--- src/rtl/mvd_pkg.sv ---
package mvd_pkg;

  // Decision taken by the output stage from the current window count.
  typedef enum logic [1:0] {
    DEC_HOLD = 2'd0,
    DEC_SET  = 2'd1,
    DEC_CLR  = 2'd2
  } mvd_dec_e;

  // Width needed to hold every value from 0 to n inclusive.
  function automatic int count_width(input int n);
    return $clog2(n + 1);
  endfunction

endpackage

--- src/rtl/mvd_sync.sv ---
module mvd_sync #(
  parameter int STAGES = 2
) (
  input  logic clk,
  input  logic rst,
  input  logic d,
  output logic q
);

  logic [STAGES-1:0] ff_q;

  always_ff @(posedge clk) begin
    if (rst) ff_q <= '0;
    else     ff_q <= {ff_q[STAGES-2:0], d};
  end

  assign q = ff_q[STAGES-1];

  // the last stage always carries what the stage before it held one clock earlier.
  a_r2_sync_advance: assert property (@(posedge clk) disable iff (rst)
    1'b1 |=> ff_q[STAGES-1] == $past(ff_q[STAGES-2]));

endmodule

--- src/rtl/mvd_window.sv ---
module mvd_window #(
  parameter int N          = 8,
  parameter int CW         = 4,
  parameter int COUNT_MODE = 0
) (
  input  logic          clk,
  input  logic          rst,
  input  logic          s_i,
  output logic [CW-1:0] cnt_o
);

  logic [N-1:0] win_q;

  always_ff @(posedge clk) begin
    if (rst) win_q <= '0;
    else     win_q <= {win_q[N-2:0], s_i};
  end

  generate
    if (COUNT_MODE == 0) begin : g_popcount
      logic [CW-1:0] sum;
      always_comb begin
        sum = '0;
        for (int i = 0; i < N; i++) sum = sum + CW'(win_q[i]);
      end
      assign cnt_o = sum;
    end else begin : g_running
      logic [CW-1:0] run_q;
      always_ff @(posedge clk) begin
        if (rst) run_q <= '0;
        else     run_q <= run_q + CW'(s_i) - CW'(win_q[N-1]);
      end
      assign cnt_o = run_q;

      // the running counter never drifts from the true number of ones in the window.
      a_r3_running_tracks: assert property (@(posedge clk) disable iff (rst)
        int'(run_q) == $countones(win_q));
    end
  endgenerate

  // the newest window slot holds the synchronized sample of the previous clock.
  a_r2_window_shift: assert property (@(posedge clk) disable iff (rst)
    1'b1 |=> win_q[0] == $past(s_i));

  // the count can never exceed the window size.
  a_r3_count_range: assert property (@(posedge clk) disable iff (rst)
    int'(cnt_o) <= N);

  // one sample in and one out moves the count by at most one.
  a_r3_count_step: assert property (@(posedge clk) disable iff (rst)
    1'b1 |=> ({1'b0, cnt_o} == {1'b0, $past(cnt_o)}) ||
             ({1'b0, cnt_o} == {1'b0, $past(cnt_o)} + (CW+1)'(1)) ||
             ({1'b0, cnt_o} + (CW+1)'(1) == {1'b0, $past(cnt_o)}));

endmodule

--- src/rtl/mvd_hyst.sv ---
module mvd_hyst
  import mvd_pkg::*;
#(
  parameter int CW    = 4,
  parameter int TH_HI = 5,
  parameter int TH_LO = 3
) (
  input  logic          clk,
  input  logic          rst,
  input  logic [CW-1:0] cnt_i,
  output logic          level_o
);

  localparam logic [CW-1:0] HI_V = CW'(TH_HI);
  localparam logic [CW-1:0] LO_V = CW'(TH_LO);

  mvd_dec_e dec;
  logic     level_q;

  always_comb begin
    if (cnt_i > HI_V)      dec = DEC_SET;
    else if (cnt_i < LO_V) dec = DEC_CLR;
    else                   dec = DEC_HOLD;
  end

  always_ff @(posedge clk) begin
    if (rst) begin
      level_q <= 1'b0;
    end else begin
      case (dec)
        DEC_SET:  level_q <= 1'b1;
        DEC_CLR:  level_q <= 1'b0;
        default:  level_q <= level_q;
      endcase
    end
  end

  assign level_o = level_q;

  // a count above the upper threshold drives the output high on the next clock.
  a_r4_set_above: assert property (@(posedge clk) disable iff (rst)
    (cnt_i > HI_V) |=> level_q);

  // a count below the lower threshold drives the output low on the next clock.
  a_r5_clear_below: assert property (@(posedge clk) disable iff (rst)
    (cnt_i < LO_V) |=> !level_q);

  // inside the dead band the output does not move.
  a_r6_hold_band: assert property (@(posedge clk) disable iff (rst)
    (cnt_i >= LO_V && cnt_i <= HI_V) |=> $stable(level_q));

endmodule

--- src/rtl/mvd_debounce.sv ---
module mvd_debounce
  import mvd_pkg::*;
#(
  parameter int WIN_LEN     = 8,
  parameter int MARGIN      = 1,
  parameter int SYNC_STAGES = 2,
  parameter int COUNT_MODE  = 0,
  localparam int CW         = count_width(WIN_LEN)
) (
  input  logic          clk,
  input  logic          rst,
  input  logic          raw_in,
  output logic          level_out,
  output logic [CW-1:0] win_count
);

  localparam int HALF  = WIN_LEN / 2;
  localparam int TH_HI = HALF + MARGIN;
  localparam int TH_LO = HALF - MARGIN;

  generate
    if (WIN_LEN < 3 || SYNC_STAGES < 2 || MARGIN < 0 || MARGIN >= HALF) begin : g_bad_params
      $error("mvd_debounce: need WIN_LEN>=3, SYNC_STAGES>=2, 0<=MARGIN<WIN_LEN/2");
    end
  endgenerate

  logic sync_s;

  mvd_sync #(
    .STAGES (SYNC_STAGES)
  ) u_sync (
    .clk (clk),
    .rst (rst),
    .d   (raw_in),
    .q   (sync_s)
  );

  mvd_window #(
    .N          (WIN_LEN),
    .CW         (CW),
    .COUNT_MODE (COUNT_MODE)
  ) u_window (
    .clk   (clk),
    .rst   (rst),
    .s_i   (sync_s),
    .cnt_o (win_count)
  );

  mvd_hyst #(
    .CW    (CW),
    .TH_HI (TH_HI),
    .TH_LO (TH_LO)
  ) u_hyst (
    .clk     (clk),
    .rst     (rst),
    .cnt_i   (win_count),
    .level_o (level_out)
  );

endmodule

--- config.mk ---
export PLATFORM = sky130hd
export DESIGN_NAME = mvd_debounce
export DESIGN_NICKNAME = d
export VERILOG_FILES = /design/src/rtl/mvd_pkg.sv /design/src/rtl/mvd_sync.sv /design/src/rtl/mvd_window.sv /design/src/rtl/mvd_hyst.sv /design/src/rtl/mvd_debounce.sv
export SDC_FILE = /design/constraint.sdc
export NUM_CORES = 1
export LEC_CHECK = 0
export BUFFER_PORTS_ARGS = -buffer_cell sky130_fd_sc_hd__buf_2
export CAP_MARGIN = 20
export CORE_MARGIN = 5
export CORE_UTILIZATION = 30
export CTS_BUF_LIST = sky130_fd_sc_hd__clkbuf_8
export DETAILED_ROUTE_END_ITERATION = 8
export GPL_TIMING_DRIVEN = 0
export HOLD_SLACK_MARGIN = 0.12
export PLACE_DENSITY = 0.45
export SLEW_MARGIN = 15
export SYNTH_ARGS = -nofsm -noshare
export SYNTH_HDL_FRONTEND = slang
export SYNTH_SLANG_ARGS = --single-unit
--- constraint.sdc ---
create_clock -name clk -period 4.18 [get_ports clk]
set_clock_uncertainty 0.1 [all_clocks]
set_input_delay 0.209 -clock clk [delete_from_list [all_inputs] [get_ports clk]]
set_output_delay 0.209 -clock clk [all_outputs]
set_load 0.01 [all_outputs]
# Yosys cells after proc, flatten, opt, wreduce, memory -nomap -nowiden
# Index checks and enable logic that the tools add are counted.
[totals]
reg_bits = 11
input_bits = 3
out_inout_bits = 5
word_cells = 18
[classes]
add_sub_neg = 7
n_lt_le_gt_ge = 2
n_eq_ne = 2
muxes = 3
n_reduce_logical = 1
[op_table]
columns = ["op", "count"]
rows = [
  ["4-bit by 1-bit adder with 4-bit output", 6],
  ["4-bit by 3-bit greater-than comparator with 1-bit output, second input constant", 1],
  ["4-bit by 2-bit < comparator with 1-bit output, second input constant", 1],
  ["2-bit 2-to-1 mux", 2],
  ["1-bit by 1-bit adder with 2-bit output", 1],
  ["2-bit by 1-bit == test with 1-bit output, second input constant", 1],
  ["2-bit == test, second input constant", 1],
  ["1-bit case mux with 2 select lines", 1],
  ["2-bit nonzero test", 1],
]

# Depth between registers and ports, before layout
# Gate-level depths: netlist (run 1).
[depth]
depth_word = 12
mapped_depth = 10
ltp_nobuf = 10

# Modules after synthesis
# A second synthesis (run 1) with hierarchy kept.
[hier_totals]
cells_unflattened = 49
hier_area_um2 = 488.0
[by_module_without_submodules]
columns = ["mod", "instances", "cells_per_inst", "area_each_um2", "seq_area_each_um2"]
rows = [
  ["mvd_window", 1, 40, 385.4, 160.2],
  ["mvd_sync", 1, 4, 52.6, 40.0],
  ["mvd_hyst", 1, 5, 50.0, 20.0],
]

# Worst setup path after synthesis (run 1)
# Ideal clock, no wire load.
[synth_path]
kind = "register to register"
startpoint = "register u_window.win_q[0]"
endpoint = "register u_hyst.level_q, in the netlist u_hyst.level_o"
setup_ps = 133
arrival_ps = 2748
required_ps = 3947
setup_slack_ps = 1199
stages_incl_launch_ff = 11
path_buffers = 0
synth_period_minus_slack_ps = 2981
path_cell_list = "dfxtp_1 ha_1 inv_1 fa_1 fa_1 fa_1 inv_1 fa_1 nor2b_1 o21ai_1 a31oi_1"
[synth_between]
elab_chain_cells = 12
word_cells_on_any_way = 15
cone_classes = "add/sub (7); order compare (2); eq/ne (2); mux (3); reduce/logical (1)"
[synth_rtl]
columns = ["item", "line", "text"]
rows = [
  ["start, declared", "mvd_window.sv:12", "logic [N-1:0] win_q;"],
  ["start signal, assigned", "mvd_window.sv:16", "else win_q <= {win_q[N-2:0], s_i};"],
  ["1-bit by 1-bit adder with 2-bit output *", "mvd_window.sv:24", "for (int i = 0; i < N; i++) sum = sum + CW'(win_q[i]);"],
  ["4-bit by 1-bit adder with 4-bit output * (6 in series)", "mvd_window.sv:24", ""],
  ["via win_count[1]", "mvd_debounce.sv:14", "output logic [CW-1:0] win_count"],
  ["4-bit by 2-bit < comparator with 1-bit output", "mvd_hyst.sv:22", "else if (cnt_i < LO_V) dec = DEC_CLR;"],
  ["2-bit 2-to-1 mux", "mvd_hyst.sv:22", ""],
  ["2-bit 2-to-1 mux *", "mvd_hyst.sv:21", "if (cnt_i > HI_V) dec = DEC_SET;"],
  ["2-bit == test or 2-bit by 1-bit == test with 1-bit output (tied branches)", "mvd_hyst.sv:30", "case (dec)"],
  ["1-bit case mux with 2 select lines or 2-bit nonzero test (tied branches)", "-", ""],
  ["end signal, assigned", "mvd_hyst.sv:33", "default: level_q <= level_q;"],
  ["end, declared", "mvd_hyst.sv:18", "logic level_q;"],
]
# Mark *: on every way through the listed nets, which the timed path passes. The rest lies on a longest branch.
# A chain may end at the register's enable or synchronous reset.

# Final worst setup path (run 1)
[layout_path]
startpoint = "register u_window.win_q[0]"
endpoint = "output port win_count[1]"
[layout_between]
elab_chain_cells = 7
[layout_rtl]
columns = ["item", "line"]
rows = [
  ["1-bit by 1-bit adder with 2-bit output", "mvd_window.sv:24"],
  ["4-bit by 1-bit adder with 4-bit output (6 in series)", "mvd_window.sv:24"],
  ["end, declared", "mvd_debounce.sv:14"],
]
# No other way between the ends.

==> results of run 1 <==
worst paths after layout:
check | start | end | slack [ns] | cells past startpoint
setup reg to reg | u_window.win_q[0] | u_hyst.level_o | 1.17 | 10
hold / removal | u_sync.ff_q[1] | u_window.win_q[0] | 0.34 | 1
setup / recovery | u_window.win_q[0] | win_count[1] | 1.04 | 8
hold reg to reg | u_sync.ff_q[1] | u_window.win_q[0] | 0.34 | 1
repair_timing:
action / CTS / global route
resized for setup: 0 / 0
endpoints found under the setup margin: 0 / 0
hold buffers: 2 / 0
hold endpoints to repair: 1 / 0
registers in the layout, summed over array words and instances (netlist names):
name and count:
u_sync.ff_q 2, u_hyst.level_o 1, u_window.win_q 8
worst register-to-register path, stage by stage (launching register included):
cell and delay, ns:
dfxtp_1 0.31, ha_1 0.27, inv_1 0.05, fa_1 0.49, fa_1 0.43, fa_1 0.39
inv_1 0.08, fa_1 0.43, nor2b_1 0.15, o21ai_1 0.11, a31oi_1 0.08
layout make-up:
cell class              instances  area (sq um)
inverters                      12          45.0
plain buffers                   1          3.75
multi-input cells              24           216
repair buffers                  9          55.1
fillers                       147           918
well taps                      16          20.0
flip-flops and latches         11           220
clock buffers                   3          41.3
clock inverters                 1          3.75
report_power, final:
part            total [W]  switching [W]  leakage [nW]  internal [W]
registers        0.000107    0.000000431        0.0892      0.000107
clock network   0.0000999      0.0000358        0.0269     0.0000641
logic          0.00000861     0.00000413         0.185    0.00000449
total            0.000216      0.0000403         0.301      0.000175
per-stage QoR:
step	cell area [sq um]	std cells	hold WS (ns)	power, W
finish	606	77	0.340	0.000216
global route	606	77	0.356	0.000230
CTS	606	77	0.349	0.000221
detailed placement	541	71	0.284	0.000116
global placement	541	71	0.280	0.000117
floorplan	485	48	0.181	0.000114
synthesized netlist by cell type, drive strengths merged:
cell type	instances	area, sq um
clkbuf	1	3.75
nand2	1	3.75
dfxtp	11	220
inv	12	45.0
fa	4	80.1
nor2b	7	43.8
ha	3	37.5
o21ai	2	10.0
xor2	1	16.3
a31oi	1	6.26
nor2	5	18.8
kinds of logic (layout without fill, tap and decap cells):
group                      Yosys count  in the layout  synth area share (%)
DFF                                 11             11                  45.4
adders and majority gates            7              7                  24.2
xor gates and xnor gates             1              1                  3.35
buffers and inverters               13             26                  10.1
AOI/OAI and AO/OA                    3              3                  3.35
and+or+nand+nor                     13             13                  13.7
layer usage:
layer	wire, um	share of wire [%]	GRT usage [%]
met5	0	0	0
met4	0	0	2.62
met3	53	8.1	5.33
met2	323	49	10.0
met1	277	42	6.91
==> impl_metrics.tcl, run 1 <==
set metrics [dict create \
    setup_viol 0 \
    ys_seq_area_share_pct 45.4 \
    worstMarginPinSlew_ns 0.413 \
    powerDensity_mw_per_mm2 356 \
    initial_core_util_pct 31.9 \
    syn_to_final_growth_pct 24.7 \
    critical_path.most_common_cell "fa_1" \
    final_util_pct 39.7 \
    crit_chain "ha_1, inv_1, fa_1, fa_1, fa_1, inv_1, fa_1, buf_2" \
    critPathBufInv 3 \
    core_sq_mm 0.00152 \
    yosysWarnings 0 \
    cts_tree "yes" \
    crit_family "adder cells" \
    cts_buffers 3 \
    syn-instance-count 48 \
    place_ws_ns 1.17 \
    nets 72 \
    max_cap_violations 0 \
    die_w_um 50.2 \
    worst_path_largest_cell_delay_ns 0.49 \
    rsz0062_at_grt "false" \
    htree_levels 1 \
    worst-path-max-fanout 3 \
    fmaxAchievable_mhz 319 \
    ys_ff_latch 11 \
    portBuffers 7 \
    dieHeight_um 50.2 \
    crit_path_end_kind "primary output" \
    wire_per_inst_um 8.49 \
    synth_area_sq_um 485 \
    synth_fp_nets 58 \
    rows 14 \
    antenna_found_initial 0 \
    finalWirelength_um 654 \
    final_cell_mix "13 x inv_1, 11 x dfxtp_1, 7 x nor2b_1, 7 x buf_2, 5 x nor2_1" \
    hold_viol 0 \
    firstDrtPassIters 1 \
    grt_max_degree 11 \
    vias 312 \
    num_antenna_cells 0 \
    detail-route-antenna-nets 0 \
    layout_commonest_cell "inv_1" \
    pin_count 8 \
    yosysUniqueCellTypes 12 \
    cpMaxStageDelayCell "fa_1" \
    grt.total_usage_pct 6.70 \
    setup-tns-final_ns 0 \
    die_area_sq_mm 0.00252 \
    fin_crit_ns 3.14 \
    place_congestion 0.639 \
    hpwl_um 515 \
    hp-class "reg -> reg" \
    max-vdd-ir-drop_v 0.000153 \
    cp_data_arrival_time_ns 2.83 \
    grt_pass1_vias 320 \
    grt-ovfl-total 0 \
    cts.sinks 11 \
    start_kind "register" \
    period_share_pct 75.1 \
    clk_pin_slew_worst_paths_ns 0.05 \
    critPathKind "reg -> out" \
    post_cts_buffers 0 \
    insertion_delay_ns 0.23 \
    drc_errors 0 \
    cts_root_buffer "clkbuf_8" \
    grt_first_pass_wirelength_um 1240 \
    synth_area_per_cell_sq_um 10.1 \
    cp.required_ns 3.87 \
    relSlewSlack_pct 72.4 \
    status "completed" \
    worst_slack_ns 1.04 \
    via_per_inst 4.05 \
    drt_iter0_markers 0 \
    slew_violations 0 \
    drive_above_1_share_pct 18.0 \
    clock_path_buffers 2 \
    p_leak_nw 0.301 \
]
No activity file was read; power rests on OpenSTA's default activity.
==> inputs of run 2 (changes only) <==
Clock period 4.18 ns to 3.06 ns, I/O delays scaled along.
==> impl_metrics.tcl, run 2 (same netlist as run 1, synthesis figures left out) <==
set metrics [dict create \
    hp-class "reg -> reg" \
    status "completed" \
    dieHeight_um 50.2 \
    relSlewSlack_pct 72.7 \
    start_kind "register" \
    p_seq_share_pct 49.7 \
    finalWirelength_um 692 \
    cts_root_buffer "clkbuf_8" \
    place_ws_ns 0.0472 \
    p_leak_nw 0.311 \
    drt_iter0_markers 0 \
    grt.total_usage_pct 6.76 \
    ff_latch_area_sq_um 223 \
    rr_endpoint "u_hyst.level_o" \
    num-fill-cells 148 \
    switching_power_w 0.0000551 \
    core_sq_mm 0.00152 \
    worstMarginPinSlew_ns 0.409 \
    power_frac_comb_pct 4.2 \
    hold_viol 0 \
    critPathLaunch "u_window.win_q[1]" \
    holdWs_ns 0.340 \
    firstDrtPassIters 1 \
    hpwl_um 515 \
    grt_max_degree 11 \
    worst-path-max-fanout 3 \
    cts_buffers 3 \
    die_w_um 50.2 \
    wire_per_inst_um 8.65 \
    rrSetupSlack_ns 0.10 \
    pin_count 8 \
    setup_viol 0 \
    layout_commonest_cell "inv_1" \
    largest_register_ffs 8 \
    cp_data_arrival_time_ns 2.77 \
    grt_first_pass_wirelength_um 1260 \
    drc_errors 0 \
    multi_input_area_sq_um 234 \
    cts_tree "yes" \
    detail-route-antenna-nets 0 \
    grt_pass1_vias 325 \
    worst_slack_ns 0.0357 \
    rsz0062_at_grt "true" \
    via_per_inst 4.08 \
    die_area_sq_mm 0.00252 \
    max-vdd-ir-drop_v 0.000209 \
    slew_violations 0 \
    crit_path_end_kind "primary output" \
    initial_core_util_pct 31.9 \
    swShare_pct 18.7 \
    clock_path_buffers 2 \
    max_cap_violations 0 \
    insertion_delay_ns 0.23 \
    antenna_found_initial 0 \
    r2r-start "u_window.win_q[1]" \
    grt-ovfl-total 0 \
    critPathKind "reg -> out" \
    fmaxAchievable_mhz 331 \
    nets 75 \
    drive_above_1_share_pct 32.8 \
    p_int_w 0.000240 \
    portBuffers 7 \
    cp.required_ns 2.81 \
    powerDensity_mw_per_mm2 456 \
    top_register "u_window.win_q" \
    num_antenna_cells 0 \
    final_cell_mix "11 x inv_1, 9 x dfxtp_1, 7 x nor2b_1, 7 x buf_2, 5 x nor2_1" \
    place_congestion 0.639 \
    cts.sinks 11 \
    clk_pin_slew_worst_paths_ns 0.05 \
    fin_crit_ns 3.02 \
    crit_end "win_count[1]" \
    syn_to_final_growth_pct 33.5 \
    r2r_cells 10 \
    vias 326 \
    rows 14 \
    period_share_pct 98.8 \
    pwr-share-clk_pct 46.1 \
    htree_levels 1 \
]
-- run 2: cell count changes in the layout (fill, tap and decap cells not counted) --
| cell | change |
|---|---|
| fa_2 | +2 |
| fa_1 | -2 |
| ha_4 | +1 |
| dfxtp_2 | +2 |
| inv_2 | +2 |
| dfxtp_1 | -2 |
| buf_4 | +3 |
| inv_1 | -2 |
| ha_1 | -1 |
-- run 2: worst max-delay path, cell delays in order, from the launching register on --
cell     delay, ns
dfxtp_2       0.33
ha_4          0.26
inv_2         0.03
fa_1          0.49
fa_1          0.43
fa_2          0.36
inv_2         0.06
fa_2          0.43
buf_2         0.15
-- run 2: layout make-up --
cell class	count	area share, %
plain buffers	1	0.579
repair buffers	12	12.0
well taps	16	3.09
inverters	12	6.95
multi-input cells	24	36.1
flip-flops and latches	11	34.4
clock buffers	3	6.37
clock inverters	1	0.579
-- run 2: stage by stage --
stage / cell area [sq um] / util, % / setup TNS (ns) / std cells / total power (W)
finish: 648 / 42.5 / 0 / 80 / 0.000295
global route: 648 / 42.5 / -0.0761 / 80 / 0.000315
CTS: 618 / 40.6 / -0.00487 / 78 / 0.000302
detailed placement: 541 / 35.5 / 0 / 71 / 0.000159
global placement: 541 / 35.5 / 0 / 71 / 0.000159
floorplan: 485 / - / 0 / 48 / 0.000155
-- run 2: repair_timing --
item	CTS	global route
setup endpoints to repair	2	3
hold buffers	2	0
hold endpoints to repair	1	0
pin swaps	1	2
gates cloned	0	0
buffers inserted	1	2
gates resized for setup	2	5
-- run 2: layer usage --
layer	global-route usage [%]	part of all wire, %	wire length, um
met3	5.33	7.7	53
met4	2.62	0	0
met2	10.3	51	352
met5	0	0	0
met1	6.91	41	286
-- run 2: how the worst min path moves through the flow --
stage | start | end | depth (start not counted)
after floorplan | rst | u_sync.ff_q[0] | 1
after global placement | rst | u_sync.ff_q[0] | 2
after detailed placement | rst | u_sync.ff_q[0] | 2
after CTS | u_sync.ff_q[1] | u_window.win_q[0] | 1
after global routing | u_sync.ff_q[1] | u_window.win_q[0] | 1
final | u_sync.ff_q[1] | u_window.win_q[0] | 1
-- run 2: power groups by stage --
stage               combinational (W)  sequential (W)  clock (W)
detailed placement          0.0000101        0.000149          0
floorplan                  0.00000658        0.000149          0
global route                0.0000145        0.000147   0.000154
finish                      0.0000125        0.000147   0.000136
CTS                         0.0000123        0.000146   0.000144
global placement            0.0000101        0.000149          0
==> inputs of run 3 (changes only) <==
Settings changed: CELL_PAD_IN_SITES_DETAIL_PLACEMENT set to 1, CELL_PAD_IN_SITES_GLOBAL_PLACEMENT set to 1, PLACE_DENSITY 0.45 to 0.55.
==> impl_metrics.tcl, run 3 (same netlist as run 1, synthesis figures left out) <==
set metrics [dict create \
    status "completed" \
    wire_per_inst_um 11.5 \
    fin_crit_ns 3.06 \
    post_dp_cell_area_sq_um 541 \
    placed_cells 71 \
    crit_family "adder cells" \
    cts_buffers 3 \
    max-vdd-ir-drop_v 0.000263 \
    core_sq_mm 0.00152 \
    p_seq_share_pct 48.6 \
    die_area_sq_mm 0.00252 \
    hold_viol 0 \
    cpMaxStageDelayCell "fa_1" \
    hold_depth 1 \
    cp_data_arrival_time_ns 2.81 \
    cts_tree "yes" \
    top_register "u_window.win_q" \
    via_per_inst 4.26 \
    period_share_pct 100 \
    hp-class "reg -> reg" \
    clk_pin_slew_worst_paths_ns 0.05 \
    htree_levels 1 \
    place_congestion 0.662 \
    critPathKind "reg -> out" \
    max_cap_violations 0 \
    hpwl_um 647 \
    dieHeight_um 50.2 \
    crit_chain "ha_4, inv_2, fa_1, fa_1, fa_2, inv_2, fa_2, buf_2" \
    holdWs_ns 0.335 \
    crit_path_end_kind "primary output" \
    path_depth 8 \
    final_cell_mix "11 x inv_1, 9 x dfxtp_1, 7 x buf_2" \
    relSlewSlack_pct 70.0 \
    critPathBufInv 3 \
    swShare_pct 20.3 \
    vias 332 \
    drive_above_1_share_pct 32.3 \
    grt.total_usage_pct 8.25 \
    cts.sinks 11 \
    grt_max_degree 11 \
    initial_core_util_pct 31.9 \
    antenna_found_initial 0 \
    portBuffers 7 \
    cp.required_ns 2.81 \
    detail-route-antenna-nets 0 \
    pwr-share-clk_pct 47.1 \
    r2r_cells 10 \
    pin_count 8 \
    fmaxAchievable_mhz 327 \
    die_w_um 50.2 \
    syn_to_final_growth_pct 30.9 \
    rows 14 \
    worst_path_largest_cell_delay_ns 0.49 \
    p_int_w 0.000241 \
    num_antenna_cells 0 \
    finalWirelength_um 894 \
    start_kind "register" \
    grt-ovfl-total 0 \
    rsz0062_at_grt "true" \
    nets 73 \
    firstDrtPassIters 4 \
    largest_register_ffs 8 \
    worstMarginPinSlew_ns 0.450 \
    layout_commonest_cell "inv_1" \
    grt_first_pass_wirelength_um 1570 \
    power_frac_comb_pct 4.4 \
    switching_power_w 0.0000614 \
    powerDensity_mw_per_mm2 475 \
    slew_violations 0 \
    drc_errors 0 \
    num-fill-cells 189 \
    cts_root_buffer "clkbuf_8" \
    setup_viol 0 \
    drt_iter0_markers 4 \
    grt_pass1_vias 375 \
    worst-path-max-fanout 3 \
    stdcell_count 78 \
    p_leak_nw 0.301 \
    design_area_sq_um 636 \
    clock_path_buffers 2 \
    insertion_delay_ns 0.24 \
]
==> run 3: changes by cell type in the layout (fill, tap and decap cells not counted), sizes merged <==
cell / previous run / this run
buf: 10 / 8
==> run 3: power groups by stage <==
stage / Sequential [W] / Combinational (W) / Clock [W]
floorplan: 0.000149 / 0.00000658 / 0
CTS: 0.000146 / 0.0000126 / 0.000147
detailed placement: 0.000149 / 0.0000104 / 0
global placement: 0.000149 / 0.0000101 / 0
global route: 0.000147 / 0.0000150 / 0.000157
finish: 0.000147 / 0.0000132 / 0.000142
==> run 3: worst paths after layout <==
| kind | slack, ns | to | from |
|---|---|---|---|
| worst max register to register | 0.05 | u_hyst.level_o | u_window.win_q[1] |
| worst min register to register | 0.33 | u_sync.ff_q[1] | u_sync.ff_q[0] |
| worst min-delay path | 0.33 | u_sync.ff_q[1] | u_sync.ff_q[0] |
| worst max-delay path | 0.0006 | win_count[1] | u_window.win_q[1] |
==> run 3: cell type report <==
type	count	area (sq um)	share of cell area (%)
multi-input cells	24	236	37.2
flip-flops and latches	11	223	35.0
repair buffers	10	62.6	9.84
inverters	12	45.0	7.09
clock buffers	3	41.3	6.50
well taps	16	20.0	3.15
clock inverters	1	3.75	0.591
plain buffers	1	3.75	0.591
==> run 3: timing repair <==
action | in CTS | in global routing
resized for setup | 1 | 7
endpoints found under the setup margin | 3 | 3
hold buffers | 2 | 0
pin swaps | 0 | 2
setup buffers | 1 | 0
hold endpoints to repair | 1 | 0
==> run 3: per-layer routing <==
layer | track usage [%] | routed length [um] | vias to the layer above
met5 | 0 | 0 | -
met4 | 5.24 | 21 | 0
met3 | 3.55 | 76 | 4
met2 | 11.9 | 419 | 11
met1 | 9.91 | 377 | 153
li1 | - | - | 164
==> run 3: through the flow <==
stage          setup slack [ns]  util (%)  TNS (ns)  total power [W]
3_3_place_gp            0.00904      35.5         0         0.000159
2_1_floorplan            0.0792         -         0         0.000155
4_1_cts                 -0.0429      40.4   -0.0764         0.000306
6_report               0.000622      41.7         0         0.000302
3_5_place_dp           -0.00858      35.5  -0.00858         0.000159
5_1_grt                 -0.0803      41.7    -0.162         0.000319
